**config.mk**
```make
export PLATFORM = sky130hd
export DESIGN_NAME = acc_proc
export DESIGN_NICKNAME = d
export VERILOG_FILES = /design/src/rtl/acc_pkg.sv /design/src/rtl/acc_ram.sv /design/src/rtl/acc_ctrl.sv /design/src/rtl/acc_alu.sv /design/src/rtl/acc_proc.sv
export SDC_FILE = /design/constraint.sdc
export NUM_CORES = 2
export LEC_CHECK = 0
export BUFFER_PORTS_ARGS = -buffer_cell sky130_fd_sc_hd__buf_4
export CAP_MARGIN = 20
export CELL_PAD_IN_SITES_DETAIL_PLACEMENT = 1
export CELL_PAD_IN_SITES_GLOBAL_PLACEMENT = 1
export CORE_MARGIN = 8
export CORE_UTILIZATION = 55
export DETAILED_ROUTE_END_ITERATION = 12
export HOLD_SLACK_MARGIN = 0.05
export PLACE_DENSITY_LB_ADDON = 0.2
export SETUP_SLACK_MARGIN = 0.1
export SKIP_LAST_GASP = 1
export SLEW_MARGIN = 20
export SYNTH_ARGS = -nofsm -noshare
export SYNTH_HDL_FRONTEND = slang
export SYNTH_SLANG_ARGS = --single-unit
```
**constraint.sdc**
```tcl
create_clock -name clk -period 42.8 [get_ports clk]
set_input_delay 2.14 -clock clk [delete_from_list [all_inputs] [get_ports clk]]
set_output_delay 2.14 -clock clk [all_outputs]
set_load 0.1 [all_outputs]
```
**src/rtl/acc_pkg.sv**
```systemverilog
package acc_pkg;
  localparam int OPC_W = 4;

  localparam logic [OPC_W-1:0] OP_HALT = 4'd0;
  localparam logic [OPC_W-1:0] OP_LDA  = 4'd1;
  localparam logic [OPC_W-1:0] OP_STO  = 4'd2;
  localparam logic [OPC_W-1:0] OP_ADD  = 4'd3;
  localparam logic [OPC_W-1:0] OP_SUB  = 4'd4;
  localparam logic [OPC_W-1:0] OP_MUL  = 4'd5;
  localparam logic [OPC_W-1:0] OP_DIV  = 4'd6;

  typedef enum logic [2:0] {
    ST_IDLE,
    ST_FETCH,
    ST_DECODE,
    ST_EXEC,
    ST_HALT
  } core_state_e;

  function automatic logic op_is_known(input logic [OPC_W-1:0] op);
    return (op >= OP_LDA) && (op <= OP_DIV);
  endfunction

  function automatic logic op_writes_acc(input logic [OPC_W-1:0] op);
    return op_is_known(op) && (op != OP_STO);
  endfunction
endpackage

```
**src/rtl/acc_ram.sv**
```systemverilog
module acc_ram #(
  parameter int DATA_W = 16,
  parameter int DEPTH  = 64,
  parameter int NRD    = 1,
  localparam int AW    = $clog2(DEPTH)
) (
  input  logic                      clk,
  input  logic                      we,
  input  logic [AW-1:0]             waddr,
  input  logic [DATA_W-1:0]         wdata,
  input  logic [NRD-1:0][AW-1:0]    raddr,
  output logic [NRD-1:0][DATA_W-1:0] rdata
);
  logic [DATA_W-1:0] mem [DEPTH];

  always_ff @(posedge clk) begin
    if (we) mem[waddr] <= wdata;
  end

  for (genvar g = 0; g < NRD; g++) begin : g_rd
    assign rdata[g] = mem[raddr[g]];
  end
endmodule

```
**src/rtl/acc_ctrl.sv**
```systemverilog
module acc_ctrl
  import acc_pkg::*;
#(
  parameter int DATA_W = 16,
  parameter int ADDR_W = 12,
  parameter int PC_W   = 6
) (
  input  logic              clk,
  input  logic              rst,
  input  logic              start,
  input  logic [DATA_W-1:0] instr_word,
  output logic [PC_W-1:0]   pc,
  output core_state_e       state,
  output logic [OPC_W-1:0]  opcode,
  output logic [ADDR_W-1:0] op_addr
);
  logic [DATA_W-1:0] ir;

  assign opcode  = ir[DATA_W-1 -: OPC_W];
  assign op_addr = ir[ADDR_W-1:0];

  always_ff @(posedge clk) begin
    if (rst) begin
      state <= ST_IDLE;
      pc    <= '0;
      ir    <= '0;
    end else begin
      unique case (state)
        ST_IDLE: begin
          if (start) begin
            pc    <= '0;
            state <= ST_FETCH;
          end
        end
        ST_FETCH: begin
          ir    <= instr_word;
          pc    <= pc + 1'b1;
          state <= ST_DECODE;
        end
        ST_DECODE: begin
          state <= op_is_known(opcode) ? ST_EXEC : ST_HALT;
        end
        ST_EXEC:  state <= ST_FETCH;
        ST_HALT:  state <= ST_HALT;
        default:  state <= ST_IDLE;
      endcase
    end
  end

  // every fetch moves to operand read and advances the counter by one
  assert_fetch_step_R4: assert property (@(posedge clk) disable iff (rst)
    (state == ST_FETCH) |=> (state == ST_DECODE && pc == PC_W'($past(pc) + 1'b1)));

  // execute is always followed by the next fetch
  assert_exec_to_fetch_R4: assert property (@(posedge clk) disable iff (rst)
    (state == ST_EXEC) |=> (state == ST_FETCH));

  // once stopped, the core stays stopped
  assert_halt_sticky_R10: assert property (@(posedge clk) disable iff (rst)
    (state == ST_HALT) |=> (state == ST_HALT));
endmodule

```
**src/rtl/acc_alu.sv**
```systemverilog
module acc_alu
  import acc_pkg::*;
#(
  parameter int DATA_W = 16
) (
  input  logic [OPC_W-1:0]  op,
  input  logic [DATA_W-1:0] acc,
  input  logic [DATA_W-1:0] opnd,
  output logic [DATA_W-1:0] result,
  output logic              div_zero
);
  always_comb begin
    div_zero = 1'b0;
    unique case (op)
      OP_LDA: result = opnd;
      OP_ADD: result = acc + opnd;
      OP_SUB: result = acc - opnd;
      OP_MUL: result = acc * opnd;
      OP_DIV: begin
        div_zero = (opnd == '0);
        result   = div_zero ? '1 : acc / opnd;
      end
      default: result = acc;
    endcase
  end
endmodule

```
**src/rtl/acc_proc.sv**
```systemverilog
module acc_proc
  import acc_pkg::*;
#(
  parameter int DATA_W     = 16,
  parameter int ADDR_W     = 12,
  parameter int IMEM_DEPTH = 64,
  parameter int DMEM_DEPTH = 64
) (
  input  logic              clk,
  input  logic              rst,
  input  logic              start,
  input  logic              ld_valid,
  output logic              ld_ready,
  input  logic              ld_target,
  input  logic [ADDR_W-1:0] ld_addr,
  input  logic [DATA_W-1:0] ld_data,
  output logic              halted,
  output logic              div_err,
  input  logic [ADDR_W-1:0] dbg_addr,
  output logic [DATA_W-1:0] dbg_data
);
  localparam int IAW = $clog2(IMEM_DEPTH);
  localparam int DAW = $clog2(DMEM_DEPTH);
  localparam logic [ADDR_W-1:0] IDEPTH_A = ADDR_W'(IMEM_DEPTH);
  localparam logic [ADDR_W-1:0] DDEPTH_A = ADDR_W'(DMEM_DEPTH);

  core_state_e       state;
  logic [IAW-1:0]    pc;
  logic [OPC_W-1:0]  opcode;
  logic [ADDR_W-1:0] op_addr;
  logic [DATA_W-1:0] acc, opnd, alu_res;
  logic              alu_div_zero;
  logic              ld_fire, exec_now, store_now;

  logic [0:0][IAW-1:0]    im_raddr;
  logic [0:0][DATA_W-1:0] im_rdata;
  logic [1:0][DAW-1:0]    dm_raddr;
  logic [1:0][DATA_W-1:0] dm_rdata;
  logic                   im_we, dm_we;
  logic [IAW-1:0]         im_waddr;
  logic [DAW-1:0]         dm_waddr;
  logic [DATA_W-1:0]      dm_wdata;

  assign ld_ready  = (state == ST_IDLE);
  assign halted    = (state == ST_HALT);
  assign ld_fire   = ld_valid && ld_ready;
  assign exec_now  = (state == ST_EXEC);
  assign store_now = exec_now && (opcode == OP_STO);

  // instruction memory: written by the loader, read at the program counter
  assign im_we       = ld_fire && !ld_target;
  assign im_waddr    = IAW'(ld_addr % IDEPTH_A);
  assign im_raddr[0] = pc;

  // data memory: loader or store writes; operand and debug reads
  assign dm_we       = (ld_fire && ld_target) || store_now;
  assign dm_waddr    = store_now ? DAW'(op_addr % DDEPTH_A) : DAW'(ld_addr % DDEPTH_A);
  assign dm_wdata    = store_now ? acc : ld_data;
  assign dm_raddr[0] = DAW'(op_addr % DDEPTH_A);
  assign dm_raddr[1] = DAW'(dbg_addr % DDEPTH_A);
  assign dbg_data    = dm_rdata[1];

  acc_ram #(.DATA_W(DATA_W), .DEPTH(IMEM_DEPTH), .NRD(1)) u_imem (
    .clk(clk), .we(im_we), .waddr(im_waddr), .wdata(ld_data),
    .raddr(im_raddr), .rdata(im_rdata)
  );

  acc_ram #(.DATA_W(DATA_W), .DEPTH(DMEM_DEPTH), .NRD(2)) u_dmem (
    .clk(clk), .we(dm_we), .waddr(dm_waddr), .wdata(dm_wdata),
    .raddr(dm_raddr), .rdata(dm_rdata)
  );

  acc_ctrl #(.DATA_W(DATA_W), .ADDR_W(ADDR_W), .PC_W(IAW)) u_ctrl (
    .clk(clk), .rst(rst), .start(start), .instr_word(im_rdata[0]),
    .pc(pc), .state(state), .opcode(opcode), .op_addr(op_addr)
  );

  acc_alu #(.DATA_W(DATA_W)) u_alu (
    .op(opcode), .acc(acc), .opnd(opnd), .result(alu_res), .div_zero(alu_div_zero)
  );

  always_ff @(posedge clk) begin
    if (rst) begin
      acc     <= '0;
      opnd    <= '0;
      div_err <= 1'b0;
    end else begin
      if (state == ST_DECODE) opnd <= dm_rdata[0];
      if (exec_now && op_writes_acc(opcode)) acc <= alu_res;
      if (exec_now && alu_div_zero) div_err <= 1'b1;
    end
  end

  // a store never disturbs the accumulator
  assert_store_keeps_acc_R6: assert property (@(posedge clk) disable iff (rst)
    store_now |=> (acc == $past(acc)));

  // a load places the captured operand in the accumulator
  assert_load_copies_R5: assert property (@(posedge clk) disable iff (rst)
    (exec_now && opcode == OP_LDA) |=> (acc == $past(opnd)));

  // a zero divisor saturates the quotient and raises the flag
  assert_div_zero_R9: assert property (@(posedge clk) disable iff (rst)
    (exec_now && opcode == OP_DIV && opnd == '0) |=> (acc == '1 && div_err));

  // the error flag is sticky
  assert_err_sticky_R9: assert property (@(posedge clk) disable iff (rst)
    div_err |=> div_err);

  // nothing is loaded once the core has left idle
  assert_no_load_busy_R2: assert property (@(posedge clk) disable iff (rst)
    (state != ST_IDLE) |-> !ld_ready);
endmodule

```
# After elaboration in Yosys (flattened, before gate mapping)
# Memories as Yosys holds them, arrays and structs flattened. A register that Yosys moved wholly into a read port is not among the register bits.
# Cells that the tools add are included.
[op_classes]
addsub = 3
multipliers = 1
n_div = 1
n_lt_le_gt_ge = 2
n_eq_ne = 12
n_shift = 0
mux = 14
bitwise_logic = 0
reduce_logical = 16
[op_table]
columns = ["operator", "count"]
rows = [
  ["$pmux 16 s5", 1],
  ["$mux 16", 2],
  ["$add 16x16->16", 1],
  ["$div 16x16->16", 1],
  ["$logic_not 16->1", 1],
  ["$mul 16x16->16", 1],
  ["$sub 16x16->16", 1],
  ["$pmux 3 s5", 1],
  ["$eq 4x3->1 const B", 3],
  ["$mux 6", 2],
  ["$pmux 6 s2", 1],
  ["$eq 4x2->1 const B", 2],
  ["$logic_and 1x1->1", 8],
  ["$add 6x1->6 const B", 1],
  ["$eq 3x2->1 const B", 2],
  ["$mux 3", 2],
  ["$mux 1", 5],
  ["$reduce_bool 5->1", 1],
  ["$eq 4x1->1 const B", 1],
  ["$ge 4x1->1 const B", 1],
  ["$le 4x3->1 const B", 1],
  ["$ne 4x2->1 const B", 1],
  ["$reduce_and 2->1", 2],
  ["$eq 3x1->1 const B", 1],
  ["6 further kinds", 6],
]
[totals]
reg_bits = 26
latch_bits = 0
mem_bits_rw = 2048
mem_bits_ro = 0
input_bits = 45
out_inout_bits = 19
n_memories = 2
[memory_table]
columns = ["name", "words", "width", "read_ports", "rd_clocked_by_memory_dff", "write_ports", "line_no", "text"]
rows = [
  ["u_dmem.mem", 64, 16, 2, 1, 1, "acc_ram.sv:14", "logic [DATA_W-1:0] mem [DEPTH];"],
  ["u_imem.mem", 64, 16, 1, 1, 1, "acc_ram.sv:14", ""],
]

# Longest topological paths before layout
[logic_depth]
depth_word = 6
mapped_depth = 133

# Hierarchy
# A second synthesis with hierarchy kept.
[hier_totals]
cells_unflattened = 6313
hier_area_um2 = 102737.3
[modules_own_cells]
columns = ["module", "instances", "cells_per_inst", "area_per_inst_um2"]
rows = [
  ["acc_ram (u_dmem)", 1, 2550, 48196.2],
  ["acc_ram (u_imem)", 1, 1813, 39721.8],
  ["acc_alu", 1, 1649, 12132.9],
  ["acc_proc", 1, 179, 1671.6],
  ["acc_ctrl", 1, 122, 1014.7],
]

# Worst setup path before layout
# Ideal clock, no wire load.
[synth_timing]
path_type = "register to register"
startpoint = "reg opnd[0] (read register of u_dmem.mem)"
endpoint = "reg acc[0]"
setup_time_ns = 0.137
t_arrival_ns = 26.714
required_time_ns = 42.663
path_slack_ns = 15.949
stages_incl_launch_ff = 129
path_buffers = 9
period_less_slack_ns = 26.851
cell_sequence = "dfxtp_1 > inv_1 > ha_1 > o21ba_2 > nor2b_1 > nor2_1 > a21oi_1 > ha_1 > o21a_1 > nor3_1 > o21a_1 > or2_2 > ha_1 > a21oi_1 > nand2_1 > and3_1 > clkbuf_1 > nor3_1 > [... 93 more ...] > a31oi_1 > a211oi_1 > o21bai_1 > a31o_2 > nand2_1 > clkbuf_1 > nand2_1 > o21ai_0 > ha_1 > a21o_1 > a21o_1 > a21o_1 > a21o_1 > a21o_1 > a21o_1 > a211oi_1 > or3_1 > a31oi_1"
[synth_via]
elab_chain_len = 3
word_cells_on_any_way = 7
cone_classes = "2 x add/sub; 1 x mul; 1 x div; 2 x mux; 1 x reduce/logical"
[synth_lines]
columns = ["item", "line_no", "text"]
rows = [
  ["start: declaration", "acc_proc.sv:31", "logic [DATA_W-1:0] acc, opnd, alu_res;"],
  ["$div 16x16->16 / $logic_not 16->1 (equally long branches)", "acc_alu.sv:21, acc_alu.sv:20", ""],
  ["$mux 16", "acc_alu.sv:21", "result = div_zero ? '1 : acc / opnd;"],
  ["$pmux 16 s5 *", "acc_alu.sv:14", "unique case (op)"],
  ["end signal: assignment", "acc_proc.sv:89", "if (exec_now && op_writes_acc(opcode)) acc <= alu_res;"],
  ["end: declaration", "acc_proc.sv:31", ""],
]
# Mark *: on every way between the ends. The rest lies on a longest branch, timed or not.
# A chain may end at the register's enable or synchronous reset.

# Worst setup path after layout
[layout_timing]
startpoint = "reg opnd[4] (read register of u_dmem.mem)"
endpoint = "reg acc[0]"
[layout_via]
elab_chain_len = 3
word_cells_on_any_way = 4
cone_classes = "1 x div; 2 x mux; 1 x reduce/logical"
[layout_lines]
columns = ["item", "line_no"]
rows = [
  ["$div 16x16->16 / $logic_not 16->1 (equally long branches)", "acc_alu.sv:21, acc_alu.sv:20"],
  ["$mux 16 *", "acc_alu.sv:21"],
  ["$pmux 16 s5 *", "acc_alu.sv:14"],
]
# Marks and branches as above.

==> results.md <==
* Flop2flop setup slack at 10010 ps
* R2R cell count at 113
* Max stage delay cell, worst path: nor4_1
* Hold Startpoint: u_ctrl.ir[13]$_SDFFE_PP0P_
* Number of global-route vias before repair at 52634
* Die width at 410.5 microns
* Clock skew at 71.30 ps
* Synth Instances at 4885
* DR vias at 50203
* Post-synth EDFFs at 1664
* Htree depth at 4
* Dominant synthesized flop cell: edfxtp_1
* WL/cell at 35.29 microns
* Grt total ovfl at 0
* Core Rows at 144
* Clock Tree Root: clkbuf_16
* Final max-slew violation count at 0
* Final Hold Vio Count at 0
* Ys Warns at 0
* Crit path launch: opnd[4]$_SDFFE_PP0N_
* Final period util at 76.62%
* WHS Endpoint: u_ctrl.ir[13]$_SDFFE_PP0P_
* Port bufs at 51
* Post-CTS sizing at 0
* Nets at 5294
* Worst skew pair latency at 830 ps
* Hold Buf Count CTS at 0
* CTS sink cnt at 1716
* Max-cap viol count at 0
* Total wire length at 252300 microns
* Global-route wire length before repair at 366000 microns
* Min-delay worst type: reg2reg
* Most common cell on crit path: ha_1
* Setup tns final at 0 ps
* Syn Area/Cell at 17.52 sq um
* CTS buffer count at 175
* Hold depth at 2
* Critical Path AT at 33420 ps
* Crit-path max FO at 19
* Layout Area Growth over Synthesis at 10.67%
* RR Endpoint: acc[0]$_SDFFE_PP0P_
* Startpoint Class: register
* Fin util at 61.41%
* Detail Placement HPWL at 154800 microns
* Die H at 410.5 microns
* Fin crit period at 32790 ps
* Synth area leaders: edfxtp_1 58%, mux4_2 23%, ha_1 3.0%
* Synthesized Nets at 5217
* Unrepaired setup endpoints after global routing: false
* Worst hold margin at 545.1 ps
* Worst Max-Slew Pin Slew at 1178 ps
* Setup Buffers After CTS at 0
* Synth area leader: edfxtp_1
* Worst endpoint required time at 43430 ps
* Post-synthesis sequential area ratio at 59.60%
* Kind of critical path: reg2reg
* Final Setup Violations at 0
* Die area at 168500 sq um
* Status: finished, final reports clean
* Top-area cell type share of the netlist area at 58.39%
* Starting DRC count in detailed routing at 6138
* IO Count at 64
* Initial core utilization at 55.49%
* Reg2reg start: opnd[4]$_SDFFE_PP0N_
* Crit end category: register
* Routed vias/inst at 7.021
* Clock-pin slew on the worst setup and hold paths at 60 ps
* Pre-antenna DRT Iters at 5
* Fmax at 0.03049 GHz
* Ys async rst share at 0%
* Share of cells above drive strength 1 at 29.50%
* Detailed-route DRC error count at 0
* Antenna-violating nets left at 0
* Max-slew headroom at 21.49%
* Antenna violations before repair at 17
* Critical Path Max Stage Delay at 1000 ps
* Routability Congestion at 0.8743
* Global Route Usage Sum at 29.81%
* Largest net degree at the start of global routing at 143
* Synth Cell Area at 85580 sq um
* Seq cells post-synth at 1716
* Clock Tree Buf Depth at 3
* Number of library cell types mapped by synthesis at 93
* TritonCTS clock tree: built
* Core area at 154200 sq um
sequential cells by signal, indices dropped and copies added, names as in the netlist:
register / count
u_ctrl.state: 3
u_imem.mem: 640
u_ctrl.ir: 10
acc: 16
opnd: 16
u_ctrl.pc: 6
u_dmem.mem: 1024
div_err: 1
cells in the mapped netlist (all sizes together), types with 6 or more instances:
cell,n
nand3,36
a221oi,13
ha,206
nand2,308
a311oi,7
inv,168
o21ai,86
nand4,17
o21a,35
nor4,18
nand2b,19
a21boi,9
edfxtp,1664
buf,88
xnor2,92
fa,81
and3,13
clkbuf,218
o221ai,6
mux2i,8
mux4,882
nand3b,9
o31a,8
a21o,31
nor3,49
and2,29
or2,29
a221o,6
a21oi,141
nor2,289
or3,26
o31ai,12
xor2,39
a211oi,17
dfxtp,52
o21bai,7
a31oi,33
mux2,21
nor2b,16
o211ai,24
cell type report:
cell class	count	area (sq um)
diodes	5	12.51
clock buffers	215	4561
clock inverters	101	1194
fillers	13320	59520
inverters	169	634.4
multi-input cells	2694	33120
flip-flops and latches	1716	51040
well taps	2044	2557
repair buffers	206	1598
cell usage in the layout (no fill, tap or decap), types with 43 or more instances in the layout:
| cell type | Yosys | layout |
|---|---|---|
| edfxtp_1 | 1664 | 1664 |
| o21ai_0 | 79 | 71 |
| mux4_2 | 882 | 882 |
| fa_1 | 81 | 81 |
| nand2_1 | 308 | 300 |
| nor2_2 | 1 | 64 |
| buf_4 | 0 | 201 |
| inv_1 | 167 | 167 |
| dfxtp_1 | 52 | 43 |
| ha_1 | 206 | 206 |
| clkbuf_16 | 0 | 176 |
| nor2_1 | 287 | 219 |
| xnor2_1 | 92 | 92 |
| a21oi_1 | 141 | 141 |
| nor3_1 | 48 | 43 |
worst max path at each step:
| stage | end | slack [ps] | cells after the start |
|---|---|---|---|
| 3_3_place_gp | acc[0]$_SDFFE_PP0P_ | 11080 | 112 |
| 4_1_cts | acc[0]$_SDFFE_PP0P_ | 10180 | 113 |
| 6_report | acc[0]$_SDFFE_PP0P_ | 10010 | 113 |
| 5_1_grt | acc[0]$_SDFFE_PP0P_ | 7530 | 116 |
| 2_1_floorplan | acc[0]$_SDFFE_PP0P_ | 15950 | 128 |
| 3_5_place_dp | acc[0]$_SDFFE_PP0P_ | 10430 | 113 |
through the flow:
step	worst slack, ps	instances	cell area, sq um
2_1_floorplan	15950	4885	85580
3_3_place_gp	11080	6827	88890
3_5_place_dp	10430	6827	88890
4_1_cts	10180	7143	94640
5_1_grt	7533	7145	94700
6_report	10010	7150	94710
routing by layer:
layer / track usage (%) / part of all wire (%) / vias to the layer above
li1: - / - / 20118
met1: 41.92 / 39 / 26529
met2: 47.35 / 47 / 3003
met3: 5.712 / 9.9 / 547
met4: 10.51 / 3.8 / 6
met5: 0 / 0.015 / -
critical path: cells and delay by family, from the launching register on:
family                     cells  cell delay, ps
AOI/OAI and AO/OA             63           17710
adders and majority gates     15            4480
buffers and inverters          5             710
DFF                            1             300
muxes                          4            1650
and+or+nand+nor               26            7690
cell families (layout without fill, tap and decap cells):
logic type      count (synthesis)  after routing  synth area share, %
fa+ha+maj                     287            287                4.907
xor+xnor                      131            131                1.341
simple gates                  873            873                4.624
mux                           911            911                23.58
flops                        1716           1716                59.60
other cells                     0              5                    0
buf+inv                       475            691                2.113
compound gates                492            492                3.832
Power is left out: the tool's default activity adds up to more than one toggle a clock period on the data nets, which glitch-free logic cannot reach.
